**src/rtl/pg_pkg.sv**
```systemverilog
// Package: shared constants and types of the power-good supervisor.
// Limits are per-mille of the target code; 1000 is the scale factor.
package pg_pkg;
    localparam int unsigned PM_SCALE    = 1000;
    localparam int unsigned UV_RELAX    = 900;
    localparam int unsigned UV_STRICT_A = 965;
    localparam int unsigned UV_STRICT_B = 955;
    localparam int unsigned OV_STRICT_A = 1035;
    localparam int unsigned OV_STRICT_B = 1045;
    localparam int unsigned PM_W        = 11;

    typedef enum logic {
        MODE_RELAXED = 1'b0,
        MODE_STRICT  = 1'b1
    } pg_mode_e;
endpackage

```
**src/rtl/pg_thresh_cmp.sv**
```systemverilog
// Module: pg_thresh_cmp
// Compares one rail's code against per-mille fractions of its target.
// Assumes code and target are unsigned; group A selects the tighter
// strict-mode limits. The high check is suppressed in relaxed mode.
module pg_thresh_cmp
    import pg_pkg::*;
#(
    parameter int unsigned CODE_W  = 12,
    parameter bit          GROUP_A = 1'b1
) (
    input  logic              strict,
    input  logic [CODE_W-1:0] code,
    input  logic [CODE_W-1:0] target,
    output logic              raw_uv,
    output logic              raw_ov
);
    localparam int unsigned PROD_W = CODE_W + PM_W;

    logic [PM_W-1:0]   uv_pm;
    logic [PM_W-1:0]   ov_pm;
    logic [PROD_W-1:0] meas_scaled;
    logic [PROD_W-1:0] uv_lim;
    logic [PROD_W-1:0] ov_lim;

    // Pick the per-mille limits for the current mode and rail group.
    always_comb begin
        if (pg_mode_e'(strict) == MODE_STRICT) begin
            uv_pm = GROUP_A ? PM_W'(UV_STRICT_A) : PM_W'(UV_STRICT_B);
        end else begin
            uv_pm = PM_W'(UV_RELAX);
        end
        ov_pm = GROUP_A ? PM_W'(OV_STRICT_A) : PM_W'(OV_STRICT_B);
    end

    // Scale both sides so the compare needs no division.
    always_comb begin
        meas_scaled = PROD_W'(code) * PROD_W'(PM_SCALE);
        uv_lim      = PROD_W'(target) * PROD_W'(uv_pm);
        ov_lim      = PROD_W'(target) * PROD_W'(ov_pm);
    end

    // Raw out-of-range flags, before any time qualification.
    always_comb begin
        raw_uv = (meas_scaled < uv_lim);
        raw_ov = strict && (meas_scaled > ov_lim);
    end
endmodule

```
**src/rtl/pg_deglitch.sv**
```systemverilog
// Module: pg_deglitch
// Time-qualifies one raw flag. The filtered state follows the raw flag
// only after the raw flag has differed from it for a full count of
// consecutive cycles; the count depends on mode and on direction.
// Assumes every count parameter is at least 1. A disabled rail is held
// at RESET_VAL, the same state as after reset.
module pg_deglitch #(
    parameter int unsigned SET_RELAX  = 1,
    parameter int unsigned SET_STRICT = 1,
    parameter int unsigned CLR_RELAX  = 1,
    parameter int unsigned CLR_STRICT = 1,
    parameter bit          RESET_VAL  = 1'b1
) (
    input  logic clk,
    input  logic rst_n,
    input  logic rail_on,
    input  logic strict,
    input  logic mode_chg,
    input  logic raw,
    output logic flt
);
    localparam int unsigned MAX_SET = (SET_RELAX > SET_STRICT) ? SET_RELAX : SET_STRICT;
    localparam int unsigned MAX_CLR = (CLR_RELAX > CLR_STRICT) ? CLR_RELAX : CLR_STRICT;
    localparam int unsigned MAX_LIM = (MAX_SET > MAX_CLR) ? MAX_SET : MAX_CLR;
    localparam int unsigned CNT_W   = $clog2(MAX_LIM + 1);

    logic [CNT_W-1:0] cnt;
    logic [CNT_W-1:0] lim_m1;

    // Last count value before a flip, chosen by direction and mode.
    always_comb begin
        case ({flt, strict})
            2'b00:   lim_m1 = CNT_W'(SET_RELAX - 1);
            2'b01:   lim_m1 = CNT_W'(SET_STRICT - 1);
            2'b10:   lim_m1 = CNT_W'(CLR_RELAX - 1);
            default: lim_m1 = CNT_W'(CLR_STRICT - 1);
        endcase
    end

    // Count consecutive mismatch cycles and flip the state at the limit.
    always_ff @(posedge clk) begin
        if (!rst_n || !rail_on) begin
            cnt <= '0;
            flt <= RESET_VAL;
        end else if (mode_chg || (raw == flt)) begin
            cnt <= '0;
        end else if (cnt >= lim_m1) begin
            cnt <= '0;
            flt <= raw;
        end else begin
            cnt <= cnt + 1'b1;
        end
    end
endmodule

```
**src/rtl/pg_rail_merge.sv**
```systemverilog
// Module: pg_rail_merge
// Combines filtered per-rail states into the power-good level.
// Assumes the high-voltage state only counts in strict mode.
module pg_rail_merge #(
    parameter int unsigned NUM_RAILS = 5
) (
    input  logic                 strict,
    input  logic [NUM_RAILS-1:0] rail_en,
    input  logic [NUM_RAILS-1:0] uv_flt,
    input  logic [NUM_RAILS-1:0] ov_flt,
    output logic                 pwr_ok
);
    logic [NUM_RAILS-1:0] rail_bad;

    // A rail is bad only if enabled and in a counted fault.
    always_comb begin
        rail_bad = rail_en & (uv_flt | (strict ? ov_flt : '0));
        pwr_ok   = ~|rail_bad;
    end
endmodule

```
**src/rtl/pg_supervisor.sv**
```systemverilog
// Module: pg_supervisor (top)
// Multi-rail power-good supervisor: per-rail threshold compare, per-rail
// low and high qualification filters, and a merge into one level.
// Assumes inputs are synchronous to clk. CLK_HZ sets every tick count.
module pg_supervisor #(
    parameter int unsigned          CLK_HZ       = 200_000_000,
    parameter int unsigned          NUM_RAILS    = 5,
    parameter int unsigned          CODE_W       = 12,
    parameter logic [NUM_RAILS-1:0] GROUP_A_MASK = 5'b00011
) (
    input  logic                             clk,
    input  logic                             rst_n,
    input  logic                             strict_mode,
    input  logic [NUM_RAILS-1:0]             rail_en,
    input  logic [NUM_RAILS-1:0][CODE_W-1:0] rail_code,
    input  logic [NUM_RAILS-1:0][CODE_W-1:0] rail_target,
    output logic                             pwr_ok
);
    localparam int unsigned RAW_1MS   = CLK_HZ / 1000;
    localparam int unsigned RAW_50US  = CLK_HZ / 20000;
    localparam int unsigned RAW_10US  = CLK_HZ / 100000;
    localparam int unsigned T_1MS     = (RAW_1MS  == 0) ? 1 : RAW_1MS;
    localparam int unsigned T_50US    = (RAW_50US == 0) ? 1 : RAW_50US;
    localparam int unsigned T_10US    = (RAW_10US == 0) ? 1 : RAW_10US;

    logic                 mode_q;
    logic                 mode_chg;
    logic [NUM_RAILS-1:0] raw_uv_vec;
    logic [NUM_RAILS-1:0] raw_ov_vec;
    logic [NUM_RAILS-1:0] uv_flt_vec;
    logic [NUM_RAILS-1:0] ov_flt_vec;

    // Remember the mode of the last cycle to spot a mode switch.
    always_ff @(posedge clk) begin
        mode_q <= strict_mode;
    end

    // A switch is flagged only out of reset, so reset never clears counts twice.
    always_comb begin
        mode_chg = rst_n && (strict_mode != mode_q);
    end

    for (genvar g = 0; g < NUM_RAILS; g++) begin : g_rail
        pg_thresh_cmp #(
            .CODE_W  (CODE_W),
            .GROUP_A (GROUP_A_MASK[g])
        ) u_cmp (
            .strict (strict_mode),
            .code   (rail_code[g]),
            .target (rail_target[g]),
            .raw_uv (raw_uv_vec[g]),
            .raw_ov (raw_ov_vec[g])
        );

        pg_deglitch #(
            .SET_RELAX  (T_1MS),
            .SET_STRICT (T_50US),
            .CLR_RELAX  (T_10US),
            .CLR_STRICT (T_10US),
            .RESET_VAL  (1'b1)
        ) u_uv_filt (
            .clk      (clk),
            .rst_n    (rst_n),
            .rail_on  (rail_en[g]),
            .strict   (strict_mode),
            .mode_chg (mode_chg),
            .raw      (raw_uv_vec[g]),
            .flt      (uv_flt_vec[g])
        );

        pg_deglitch #(
            .SET_RELAX  (T_50US),
            .SET_STRICT (T_50US),
            .CLR_RELAX  (T_1MS),
            .CLR_STRICT (T_1MS),
            .RESET_VAL  (1'b0)
        ) u_ov_filt (
            .clk      (clk),
            .rst_n    (rst_n),
            .rail_on  (rail_en[g]),
            .strict   (strict_mode),
            .mode_chg (mode_chg),
            .raw      (raw_ov_vec[g]),
            .flt      (ov_flt_vec[g])
        );
    end

    pg_rail_merge #(
        .NUM_RAILS (NUM_RAILS)
    ) u_merge (
        .strict  (strict_mode),
        .rail_en (rail_en),
        .uv_flt  (uv_flt_vec),
        .ov_flt  (ov_flt_vec),
        .pwr_ok  (pwr_ok)
    );
endmodule

```
**config.mk**
```make
export PLATFORM = sky130hd
export DESIGN_NAME = pg_supervisor
export DESIGN_NICKNAME = d
export VERILOG_FILES = /design/src/rtl/pg_pkg.sv /design/src/rtl/pg_thresh_cmp.sv /design/src/rtl/pg_deglitch.sv /design/src/rtl/pg_rail_merge.sv /design/src/rtl/pg_supervisor.sv
export SDC_FILE = /design/constraint.sdc
export NUM_CORES = 2
export LEC_CHECK = 0
export BUFFER_PORTS_ARGS = -buffer_cell sky130_fd_sc_hd__buf_4
export CAP_MARGIN = 5
export CELL_PAD_IN_SITES_DETAIL_PLACEMENT = 1
export CELL_PAD_IN_SITES_GLOBAL_PLACEMENT = 1
export CORE_MARGIN = 2
export CORE_UTILIZATION = 55
export DETAILED_ROUTE_END_ITERATION = 10
export PLACE_DENSITY_LB_ADDON = 0.1
export RECOVER_POWER = 100
export SLEW_MARGIN = 20
export SYNTH_ARGS = -nofsm -noshare
export SYNTH_HDL_FRONTEND = slang
export SYNTH_SLANG_ARGS = --single-unit
```
**constraint.sdc**
```tcl
create_clock -name clk -period 13.65 [get_ports clk]
set_input_delay 0.6825 -clock clk [delete_from_list [all_inputs] [get_ports clk]]
set_output_delay 0.6825 -clock clk [all_outputs]
set_load 0.01 [all_outputs]
```
==> metrics.yaml <==
synthesis:
  synth_xor_area_share_pct: 7.30
  ys_warn_count: 0
  synth_top_family_by_area: "adder cells"
  synth_compound_area_share_pct: 13.9
  synth-async-reset-ratio_pct: 0
  synth.distinct_cells: 102
  synthFlopType: "dfxtp_1"
  avgSynthCellArea_um2: 8.80
  synthCells: 5523
  synthTopCellsByArea: "ha_1 (29%), fa_1 (20%), dfxtp_1 (7.9%)"
  synth_simple_gate_area_share_pct: 12.8
  synth_area_um2: 48600
  synth_seq_area_share_pct: 7.86
  ys_ff_latch: 191
  synthAdderAreaFrac_pct: 48.7
  yosys.area.top_type: "ha_1"
  netlist.area_leader.share_pct: 28.8
  synth_edf_count: 0
  yosys-mux-area-fraction_pct: 0.615
clock_network:
  cts_setup_buffers: 0
  root_buffer: "clkbuf_16"
  htreeDepth: 4
  clock_latency_ns: 0.46
  clk_pin_slew_ns: 0.08
  cts_tree: "built"
  cts_buffers: 17
  cts_hold_buf: 0
  cts.path.max_buffers: 2
  post_cts_resized: 0
  clkSinkCount: 191
critical_path:
  cp.arrival_ns: 11.16
  critPathKind: "primary input to register"
  worst_path_max_delay_cell: "clkinvlp_2"
  start_kind: "primary input"
  worstPathRequired_ns: 13.97
  crit_buf_inv: 5
  cp_slowest_stage_delay_ns: 1.67
  critPathCaptureType: "register"
  critPathTopFamily: "buffers and inverters"
  cp_max_fo: 43
  crit_top_cell: "ha_1"
global_routing:
  grt_pass1_vias: 42400
  grt_start_max_net_pins: 45
  grtUsageTotal_pct: 27.9
  grt_pass1_wl_um: 209000
  antenna_found_initial: 0
  gr-total-overflow: 0
finish:
  final_common_cell: "ha_1"
  nets: 7302
  layout_common_cells: "ha_1 (1119), inv_1 (1011), fa_1 (482)"
  num-fill-cells: 10500
  layout-drive-gt1-share_pct: 4.17
  antenna_cells: 0
  postLayoutCoreUtil_pct: 58.1
  syn_to_final_growth_pct: 5.08
  fin_area_um2: 51100
  instances_no_fill: 6751
floorplanning:
  die_width_um: 301
  rows: 109
  die_area_um2: 90800
  start_util_pct: 55.3
  core_area_um2: 88000
  die_h_um: 301
  ioPinCount: 129
pwr:
  power_density_nw_per_um2: 207
  intPower_mw: 4.69
  power.total_mw: 10.6
  comb_power_share_pct: 89.9
  p_clk_share_pct: 4.7
  sw_frac_of_total_pct: 55.7
  irDropWorstVdd_mv: 0.169
  total_leakage_power_nw: 26.4
  pwr-share-seq_pct: 5.4
  switchingPower_mw: 5.89
sta:
  finalHoldViolCount: 0
  max_slew.worst_pin.slew_ns: 2.62
  finalSetupTns_ns: 0
  skew_ns: 0.0104
  fin_crit_sh_pct: 79.4
  setup_viol: 0
  fin_ws_ns: 2.81
  fin_crit_ns: 10.84
  slew_headroom_pct: -74.4
  maxSlewViolCount: 235
  whs_ns: 0.449
  rsz0062_at_grt: "no"
  fmax_mhz: 92.2
job:
  drv_cap: 9
detailed_routing:
  via_count: 39100
  vias_per_cell: 5.79
  antenna_left: 0
  drc_errors: 0
  wl_per_cell_um: 18.5
  drt_pass1_iterations: 5
  wirelength_um: 125000
  drt_iter0_drc: 1349
run_status:
  violations: "capacitance limit, slew limit"
  status: "finished, violations left"
hold_path:
  hold_path.class: "primary input to register"
placed_design:
  placed_cells: 6719
  place_area_um2: 50700
  place_ws_ns: 4.19
  hpwlAfterDp_um: 105000
  portBuffers: 128
  gp_congestion: 0.867
[final timing paths]
check,from,to,slack [ns],depth (start not counted)
setup / recovery,strict_mode,g_rail[4].u_uv_filt.cnt[12]$_SDFF_PP0_,2.81,29
hold reg to reg,g_rail[3].u_ov_filt.cnt[0]$_SDFF_PP0_,g_rail[3].u_ov_filt.cnt[0]$_SDFF_PP0_,0.45,1
setup reg to reg,g_rail[2].u_ov_filt.flt$_SDFFE_PP0P_,g_rail[2].u_ov_filt.cnt[7]$_SDFF_PP0_,9.50,12
hold / removal,rail_en[1],g_rail[1].u_uv_filt.flt$_SDFFE_PP1P_,0.45,2
[power by group through the flow]
stage / Clock, mW / Combinational [mW] / Sequential [mW]
finish: 0.498 / 9.51 / 0.576
global route: 0.530 / 10.8 / 0.577
CTS: 0.508 / 9.55 / 0.576
detailed placement: 0 / 9.48 / 0.589
global placement: 0 / 8.99 / 0.588
floorplan: 0 / 7.09 / 0.586
[sequential cells by signal, summed over array words and instances (netlist names)]
signal	flops
g_rail.u_ov_filt.flt	5
g_rail.u_uv_filt.flt	5
mode_q	1
g_rail.u_ov_filt.cnt	90
g_rail.u_uv_filt.cnt	90
[layout make-up]
class,count,area [um^2],share of cell area (%)
Clock inverter,12,101,0.198
Tap cell,1165,1460,2.85
Inverter,1012,3800,7.44
Multi-Input combinational cell,4210,40400,79.1
Sequential cell,191,3820,7.48
Timing Repair Buffer,141,1030,2.01
Clock buffer,20,467,0.913
[layer usage]
| metal | global-route usage [%] | vias to the layer above | routed length, um | share of wire (%) |
|---|---|---|---|---|
| li1 | - | 19000 | - | - |
| met2 | 50.0 | 503 | 62100 | 50 |
| met1 | 36.3 | 19500 | 56500 | 45 |
| met4 | 5.70 | 0 | 2310 | 1.9 |
| met5 | 0 | - | 0 | 0 |
| met3 | 2.53 | 167 | 3670 | 2.9 |
[synthesized netlist by cell type (all sizes together), types with 13 or more instances]
library cell,instances
a211o,16
a211oi,81
a21boi,14
a21o,111
a21oi,238
a2bb2oi,16
a31oi,31
and2,25
and3,97
buf,33
clkbuf,81
dfxtp,191
fa,482
ha,1119
inv,1012
mux2i,25
nand2,261
nand2b,41
nand3,188
nand4,39
nand4b,13
nor2,241
nor2b,47
nor3,84
nor3b,16
nor4,63
o211ai,56
o21a,42
o21ai,160
o21bai,37
o31ai,27
or2,15
or3,36
xnor2,235
xor2,166
[logic make-up (layout without fill, tap and decap cells)]
logic type	Yosys count	in the layout
AO/OA/AOI/OAI	968	968
AND/OR/NAND/NOR	1204	1204
flip-flops	191	191
buffers and inverters	1126	1185
multiplexers	28	28
XOR/XNOR	402	402
other	2	6
adder cells (fa/ha/maj)	1602	1602
(Power assumes the default switching activity.)
